===== src/rtl/irqsum_pkg.sv =====
package irqsum_pkg;
    localparam int MASK_W   = 9;
    localparam int SUM_W    = 32;
    localparam int N_LVL    = 4;
    localparam int SRC_W    = 5;
    localparam int N_STICKY = 4;
    localparam int LVL_BIT0 = 1;
    localparam int SRC_BIT0 = 7;
    localparam int HALT_BIT = 28;
    localparam int TOP_USED = 28;

    // sticky slot order: serial, ipi, clock, console halt
    localparam int STICKY_POS [N_STICKY] = '{0, 5, 6, 27};
    localparam int STICKY_MSK [N_STICKY] = '{0, 5, 6, 8};
    localparam int HALT_MSK   = 7;

    typedef struct packed {
        logic conhalt;
        logic clock;
        logic ipi;
        logic serial;
    } evt_t;

    function automatic int src_lsb(input int k);
        return SRC_BIT0 + SRC_W * k;
    endfunction
endpackage


===== src/rtl/irqsum_mask_reg.sv =====
module irqsum_mask_reg
    import irqsum_pkg::*;
(
    input  logic              clk,
    input  logic              rst,
    input  logic              load,
    input  logic [MASK_W-1:0] din,
    output logic [MASK_W-1:0] q
);
    always_ff @(posedge clk) begin
        if (rst)       q <= '0;
        else if (load) q <= din;
    end

    a_r2_mask_load: assert property (@(posedge clk) disable iff (rst)
        load |=> (q == $past(din)));
    a_r2_mask_hold: assert property (@(posedge clk) disable iff (rst)
        !load |=> $stable(q));
endmodule


===== src/rtl/irqsum_sticky_bit.sv =====
module irqsum_sticky_bit (
    input  logic clk,
    input  logic rst,
    input  logic set,
    input  logic clr,
    output logic q
);
    always_ff @(posedge clk) begin
        if (rst)      q <= 1'b0;
        else if (set) q <= 1'b1;
        else if (clr) q <= 1'b0;
    end

    a_r5_set_wins: assert property (@(posedge clk) disable iff (rst)
        set |=> q);
    a_r4_clear: assert property (@(posedge clk) disable iff (rst)
        (clr && !set) |=> !q);
    a_r3_sticky_hold: assert property (@(posedge clk) disable iff (rst)
        (!set && !clr) |=> $stable(q));
endmodule


===== src/rtl/irqsum_level_slot.sv =====
module irqsum_level_slot
    import irqsum_pkg::*;
(
    input  logic             clk,
    input  logic             rst,
    input  logic             req,
    input  logic [SRC_W-1:0] src,
    output logic             pend,
    output logic [SRC_W-1:0] src_q
);
    logic accept;
    assign accept = req && !pend;

    always_ff @(posedge clk) begin
        if (rst) begin
            pend  <= 1'b0;
            src_q <= '0;
        end else begin
            pend <= req;
            if (accept)   src_q <= src;
            else if (!req) src_q <= '0;
        end
    end

    a_r8_src_hold: assert property (@(posedge clk) disable iff (rst)
        (pend && req) |=> $stable(src_q));
    a_r8_src_zero: assert property (@(posedge clk) disable iff (rst)
        !pend |-> (src_q == '0));
    a_r6_follow: assert property (@(posedge clk) disable iff (rst)
        $rose(pend) |-> $past(req));
endmodule


===== src/rtl/cpu_irq_summary.sv =====
module cpu_irq_summary
    import irqsum_pkg::*;
(
    input  logic                   clk,
    input  logic                   rst,
    input  logic                   wr_mask,
    input  logic                   wr_clear,
    input  logic [SUM_W-1:0]       wdata,
    input  logic                   evt_serial,
    input  logic                   evt_ipi,
    input  logic                   evt_clock,
    input  logic                   evt_conhalt,
    input  logic                   halt_req,
    input  logic [N_LVL-1:0]       lvl_req,
    input  logic [N_LVL*SRC_W-1:0] lvl_src,
    output logic [SUM_W-1:0]       summary,
    output logic [MASK_W-1:0]      mask_q,
    output logic                   cpu_irq
);
    evt_t                   evt;
    logic [N_STICKY-1:0]    sticky_q;
    logic [N_LVL-1:0]       pend_q;
    logic [SRC_W-1:0]       src_q [N_LVL];
    logic                   halt_q;
    logic [MASK_W-1:0]      en_vec;

    assign evt = '{conhalt: evt_conhalt, clock: evt_clock, ipi: evt_ipi, serial: evt_serial};

    irqsum_mask_reg u_mask (
        .clk (clk),
        .rst (rst),
        .load(wr_mask),
        .din (wdata[MASK_W-1:0]),
        .q   (mask_q)
    );

    for (genvar i = 0; i < N_STICKY; i++) begin : g_sticky
        irqsum_sticky_bit u_bit (
            .clk(clk),
            .rst(rst),
            .set(evt[i]),
            .clr(wr_clear && wdata[STICKY_POS[i]]),
            .q  (sticky_q[i])
        );
    end

    for (genvar k = 0; k < N_LVL; k++) begin : g_lvl
        irqsum_level_slot u_slot (
            .clk  (clk),
            .rst  (rst),
            .req  (lvl_req[k]),
            .src  (lvl_src[SRC_W*k +: SRC_W]),
            .pend (pend_q[k]),
            .src_q(src_q[k])
        );
    end

    always_ff @(posedge clk) begin
        if (rst) halt_q <= 1'b0;
        else     halt_q <= halt_req;
    end

    always_comb begin
        summary = '0;
        for (int i = 0; i < N_STICKY; i++) summary[STICKY_POS[i]] = sticky_q[i];
        for (int k = 0; k < N_LVL; k++) begin
            summary[LVL_BIT0 + k]         = pend_q[k];
            summary[src_lsb(k) +: SRC_W]  = src_q[k];
        end
        summary[HALT_BIT] = halt_q;
    end

    always_comb begin
        en_vec = '0;
        for (int i = 0; i < N_STICKY; i++) en_vec[STICKY_MSK[i]] = sticky_q[i];
        for (int k = 0; k < N_LVL; k++)    en_vec[LVL_BIT0 + k]   = pend_q[k];
        en_vec[HALT_MSK] = halt_q;
    end

    assign cpu_irq = |(en_vec & mask_q);

    a_r1_reset_clear: assert property (@(posedge clk)
        rst |=> (summary == '0 && mask_q == '0));
    a_r9_no_enable_quiet: assert property (@(posedge clk) disable iff (rst)
        (mask_q == '0) |-> !cpu_irq);
    a_r10_unused_zero: assert property (@(posedge clk) disable iff (rst)
        summary[SUM_W-1:TOP_USED+1] == '0);
    a_r7_halt_follow: assert property (@(posedge clk) disable iff (rst)
        $rose(summary[HALT_BIT]) |-> $past(halt_req));
endmodule


===== config.mk =====
export PLATFORM = sky130hd
export DESIGN_NAME = cpu_irq_summary
export DESIGN_NICKNAME = d
export VERILOG_FILES = /design/src/rtl/irqsum_pkg.sv /design/src/rtl/irqsum_mask_reg.sv /design/src/rtl/irqsum_sticky_bit.sv /design/src/rtl/irqsum_level_slot.sv /design/src/rtl/cpu_irq_summary.sv
export SDC_FILE = /design/constraint.sdc
export NUM_CORES = 1
export LEC_CHECK = 0
export ABC_AREA = 1
export ABC_CLOCK_PERIOD_IN_PS = 900
export BUFFER_PORTS_ARGS = -buffer_cell sky130_fd_sc_hd__buf_2
export CAP_MARGIN = 15
export CORE_MARGIN = 4
export CORE_UTILIZATION = 40
export CTS_CLUSTER_DIAMETER = 100
export CTS_CLUSTER_SIZE = 24
export DETAILED_ROUTE_END_ITERATION = 7
export GPL_TIMING_DRIVEN = 0
export PLACE_DENSITY = 0.81
export SYNTH_ARGS = -nofsm -noshare
export SYNTH_HDL_FRONTEND = slang
export SYNTH_SLANG_ARGS = --single-unit

===== constraint.sdc =====
create_clock -name clk -period 0.9 [get_ports clk]
set_input_delay 0.09 -clock clk [delete_from_list [all_inputs] [get_ports clk]]
set_output_delay 0.09 -clock clk [all_outputs]
set_load 0.05 [all_outputs]

Yosys cells after proc, flatten, opt, wreduce, memory -nomap -nowiden
Cells that the tools add are included.
{"block": "op_classes", "mux": 16, "reduce_logical": 17, "eq_ne": 4, "n_bitwise": 1}
{"operator": "$mux W5", "count": 8}
{"operator": "$and A9 B9 Y9", "count": 1}
{"operator": "$reduce_or A9 Y1", "count": 1}
{"operator": "$logic_and A1 B1 Y1", "count": 8}
{"operator": "$mux W1", "count": 8}
{"operator": "$ne A2 B1 Y1 const B", "count": 4}
{"operator": "$reduce_bool A2 Y1", "count": 4}
{"operator": "$logic_not A1 Y1", "count": 4}
{"block": "totals", "elab_cells": 52, "inputBits": 65, "output_inout_bits": 42, "ff_bits": 38}

Depth between registers and ports, before layout
{"block": "logic_depth", "ltp_word": 3, "depth_mapped": 4, "ltp_nobuf": 4}

By module
Synthesis repeated with hierarchy kept, for this count alone.
{"block": "unflattened", "cells_unflattened": 211, "area_unflattened_um2": 1572.8}
{"mod": "irqsum_level_slot", "area_per_inst_um2": 217.7, "instances": 4, "cells_each": 25, "seq_area_each_um2": 120.1}
{"mod": "irqsum_mask_reg", "area_per_inst_um2": 381.6, "instances": 1, "cells_each": 57, "seq_area_each_um2": 180.2}
{"mod": "cpu_irq_summary", "area_per_inst_um2": 160.2, "instances": 1, "cells_each": 34, "seq_area_each_um2": 20.0}
{"mod": "irqsum_sticky_bit", "area_per_inst_um2": 40.0, "instances": 4, "cells_each": 5, "seq_area_each_um2": 20.0}

Worst setup path after synthesis
No wires, ideal clock.
{"block": "synth_timing", "kind": "reg2out", "startpoint": "reg u_mask.q[2]", "endpoint": "out cpu_irq", "path_buffers": 0, "required_ps": 810, "t_arrival_ps": 1180, "setup_slack_ps": -370, "stages_incl_launch_ff": 5, "cell_sequence": "dfxtp_1 -> nand2_1 -> nand3_1 -> nor2_1 -> nand2_1"}
{"block": "synth_between", "elab_chain_cells": 2}
{"item": "start, declared", "line_no": "irqsum_mask_reg.sv:8", "rtl": "output logic [MASK_W-1:0] q"}
{"item": "start signal, assigned", "line_no": "irqsum_mask_reg.sv:12", "rtl": "else if (load) q <= din;"}
{"item": "$and A9 B9 Y9", "line_no": "cpu_irq_summary.sv:80", "rtl": "assign cpu_irq = |(en_vec & mask_q);"}
{"item": "$reduce_or A9 Y1", "line_no": "cpu_irq_summary.sv:80"}
{"item": "end, declared", "line_no": "cpu_irq_summary.sv:18", "rtl": "output logic cpu_irq"}
Every way passes these cells.

Final worst setup path
{"block": "layout_timing", "startpoint": "reg u_mask.q[6]", "endpoint": "out cpu_irq"}
Same word-level chain as after synthesis.

==> metrics.md <==
| Metric | Value |
|---|---|
| Status | `complete, but fails checks` |
| Failing checks | `negative setup slack` |
| Syn Area/Cell | `7.884 µm²` |
| Fin area | `2826 µm²` |
| Finish-stage setup viols | `36` |
| Setup crit start kind | `flip-flop` |
| Relative slew slack | `0.6210` |
| Port Buffer Count | `79` |
| Register-to-Register Path Depth | `6` |
| Tot Pwr | `a little over 4 mW` |
| Fraction of the cycle the final worst path needs | `1.346` |
| TritonRoute pass-1 iters | `4` |
| Reg-to-reg setup timing slack | `-0.26 ns` |
| Met2 WL post-DR | `roughly 2700 µm` |
| CTS tree | `yes` |
| Ant diodes | `0` |
| CP Capture Type | `output pin` |
| Setup Slack @ Placement | `-0.2173 ns` |
| Post-DRT Antenna Nets | `0` |
| Placed cell count | `313` |
| Worst Tran Pin Value | `0.5685 ns` |
| Worst r2r dst | `g_lvl[2].u_slot.src_q[0]` |
| Pwr/cell area | `1449 nW/µm²` |
| NumNets Final | `roughly 370` |
| RSZ-0062 raised after global routing | `yes` |
| WL/cell | `14.63 µm` |
| Max-cap viol count | `0` |
| CP dominant cell by count | `nand2_2` |
| # H-tree levels | `2` |
| Post-DP HPWL | `roughly 2800 µm` |
| Largest net degree at the start of global routing | `12` |
| Critical path required time | `0.81 ns` |
| Commonest non-fill, non-tap cell in the layout | `buf_2` |
| Post-route worst setup slack | `-0.3116 ns` |
| FF+latch count, synth | `38` |
| Max frequency | `0.8254 GHz` |
| Arr. time, crit path | `1.12 ns` |
| Hold Startpoint | `evt_clock` |
| CTS clock-pin slew for the worst setup and hold paths | `0.07 ns` |
| Vias | `~1700` |
| RR Startpoint | `g_lvl[2].u_slot.pend` |
| Wirelength, routed | `approximately 5100 µm` |
| Most frequent cells in the layout | `buf_2 (43), buf_6 (39), nand2_1 (35)` |
| Crit path kind | `flip-flop to output pin` |
| Initial antenna violation count | `0` |
| Top Metal Used | `met4` |
| Layout Skew | `0.003879 ns` |
| I/O Pins | `107` |
| Final Hold Vio Count | `0` |
| DR iter-0 viols | `47` |
| Total gr overflow | `0` |
| Num rows | `21` |
| Leak | `1.271 nW` |
| DP Area | `1991 µm²` |
| Syn-to-layout area delta | `92.75%` |
| RD Place Congestion | `between 0.6 and 0.7` |
| Met3 WL post-DR | `369 µm` |
| Post-Synthesis Cells | `186` |
| Die Y | `68.55 µm` |
| CTS Buf Count | `5` |
| First-pass GRT wire length | `6913 µm` |
| Slew Limit Fails | `0` |
| Worst skew pair latency | `0.28 ns` |
| CP Max Fanout | `3` |
| # DRC | `0` |
| Hold Path Stages | `3` |
| Initial core utilization | `0.4260` |
| Vias in the first global route | `1605` |
| GRT Util Overall | `0.2023` |
| Die area | `4698 µm²` |
| Hold Path End | `g_sticky[2].u_bit.q` |
| Worst path cell trace | `nand2_2 -> nand2_2 -> nor2_4 -> nand2_2 -> buf_8` |
| Min-Delay Path Class | `primary input to flip-flop` |
| Clk buf depth | `2` |
| Share of layout cells above drive strength 1 | `0.7076` |
| Die width | `68.55 µm` |
| Crit-path max cell delay | `0.36 ns` |
| Area of the mapped netlist | `1466 µm²` |
| Synth unique cells | `13` |
| Warnings, synthesis | `0` |
| VDD IR max | `between 1000 and 1500 µV` |
| Slowest CP cell | `dfxtp_4` |
| Clk sink count | `38` |
| Register area share after synthesis | `0.5188` |
| CTS Root Cell | `clkbuf_8` |
| WL met1 | `1900 µm` |
| Core ar. | `3442 µm²` |
| Vias/cell | `between 4 and 5` |
| TNS Setup | `-4.560 ns` |
| Finished Layout Cells | `347` |
| Final min period | `1.212 ns` |
[state kept, by name, indices dropped and copies added (netlist names)]
name,cells
g_sticky.u_bit.q,4
u_mask.q,9
g_lvl.u_slot.src_q,20
g_lvl.u_slot.pend,4
halt_q,1
[worst max-delay path by stage]
stage	startpoint	cells past startpoint	end
floorplan	g_lvl[3].u_slot.pend	4	cpu_irq
global placement	g_lvl[3].u_slot.pend	5	cpu_irq
detailed placement	g_lvl[3].u_slot.pend	5	cpu_irq
CTS	u_mask.q[1]	5	cpu_irq
global route	u_mask.q[6]	5	cpu_irq
finish	u_mask.q[6]	5	cpu_irq
[layout make-up]
class / instances / area (µm²)
buffer: 11 / 82.58
clock buffer: 8 / 80.08
fill: 230 / 615.6
inverter: 6 / 22.52
multi-input combinational: 127 / 714.4
sequential: 38 / 840.8
tap: 46 / 57.56
timing repair buffer: 111 / 1028
[cell families after synthesis]
logic type / Yosys count / synth area share
AND/OR/NAND/NOR: 91 / 0.2713
flip-flops: 38 / 0.5188
AO/OA/AOI/OAI: 33 / 0.1126
buffers and inverters: 23 / 0.09469
other: 1 / 0.002557
[synth_stat cells]
cell type   n  area [µm²]
a21oi_1    33       165.2
inv_1       1       3.750
buf_4      13       97.59
nand3_1    21       105.1
conb_1      1       3.750
inv_2       4       15.01
nor2_1     11       41.29
buf_2       3       15.01
clkbuf_1    1       3.750
clkinv_1    1       3.750
nor2_4      4       45.04
nand2_1    55       206.5
dfxtp_1    38       760.7
[report_power, final]
group | total [mW] | switching (mW) | internal [mW]
logic | 1.17 | 0.664 | 0.504
registers | 1.83 | 0.0727 | 1.76
clock network | 1.09 | 0.545 | 0.550
[layer usage]
layer,global-route usage,up-vias
met3,0.05997,9
met4,0.07444,0
li1,-,825
met1,0.2195,769
met5,0,-
met2,0.3671,60
[critical path, delay by kind of cell (launching register included)]
kind	cells	cell delay, ns
DFF	1	0.36
and+or+nand+nor	4	0.32
buffers and inverters	1	0.15
[stage by stage]
step	util	hold WS, ns
floorplan	-	0.1970
global placement	0.5783	0.2921
detailed placement	0.5783	0.3016
CTS	0.7423	0.007984
global route	0.8212	0.02803
finish	0.8212	0.02200
[timing repair]
action                                 in CTS  in global routing
gates resized for setup                   115                 61
hold buffers                                1                  0
endpoints found under the hold margin       1                  0
setup endpoints to repair                  39                 56
setup buffers                              22                 13
pin swaps                                  14                 14
No activity file was read; power rests on OpenSTA's default activity.
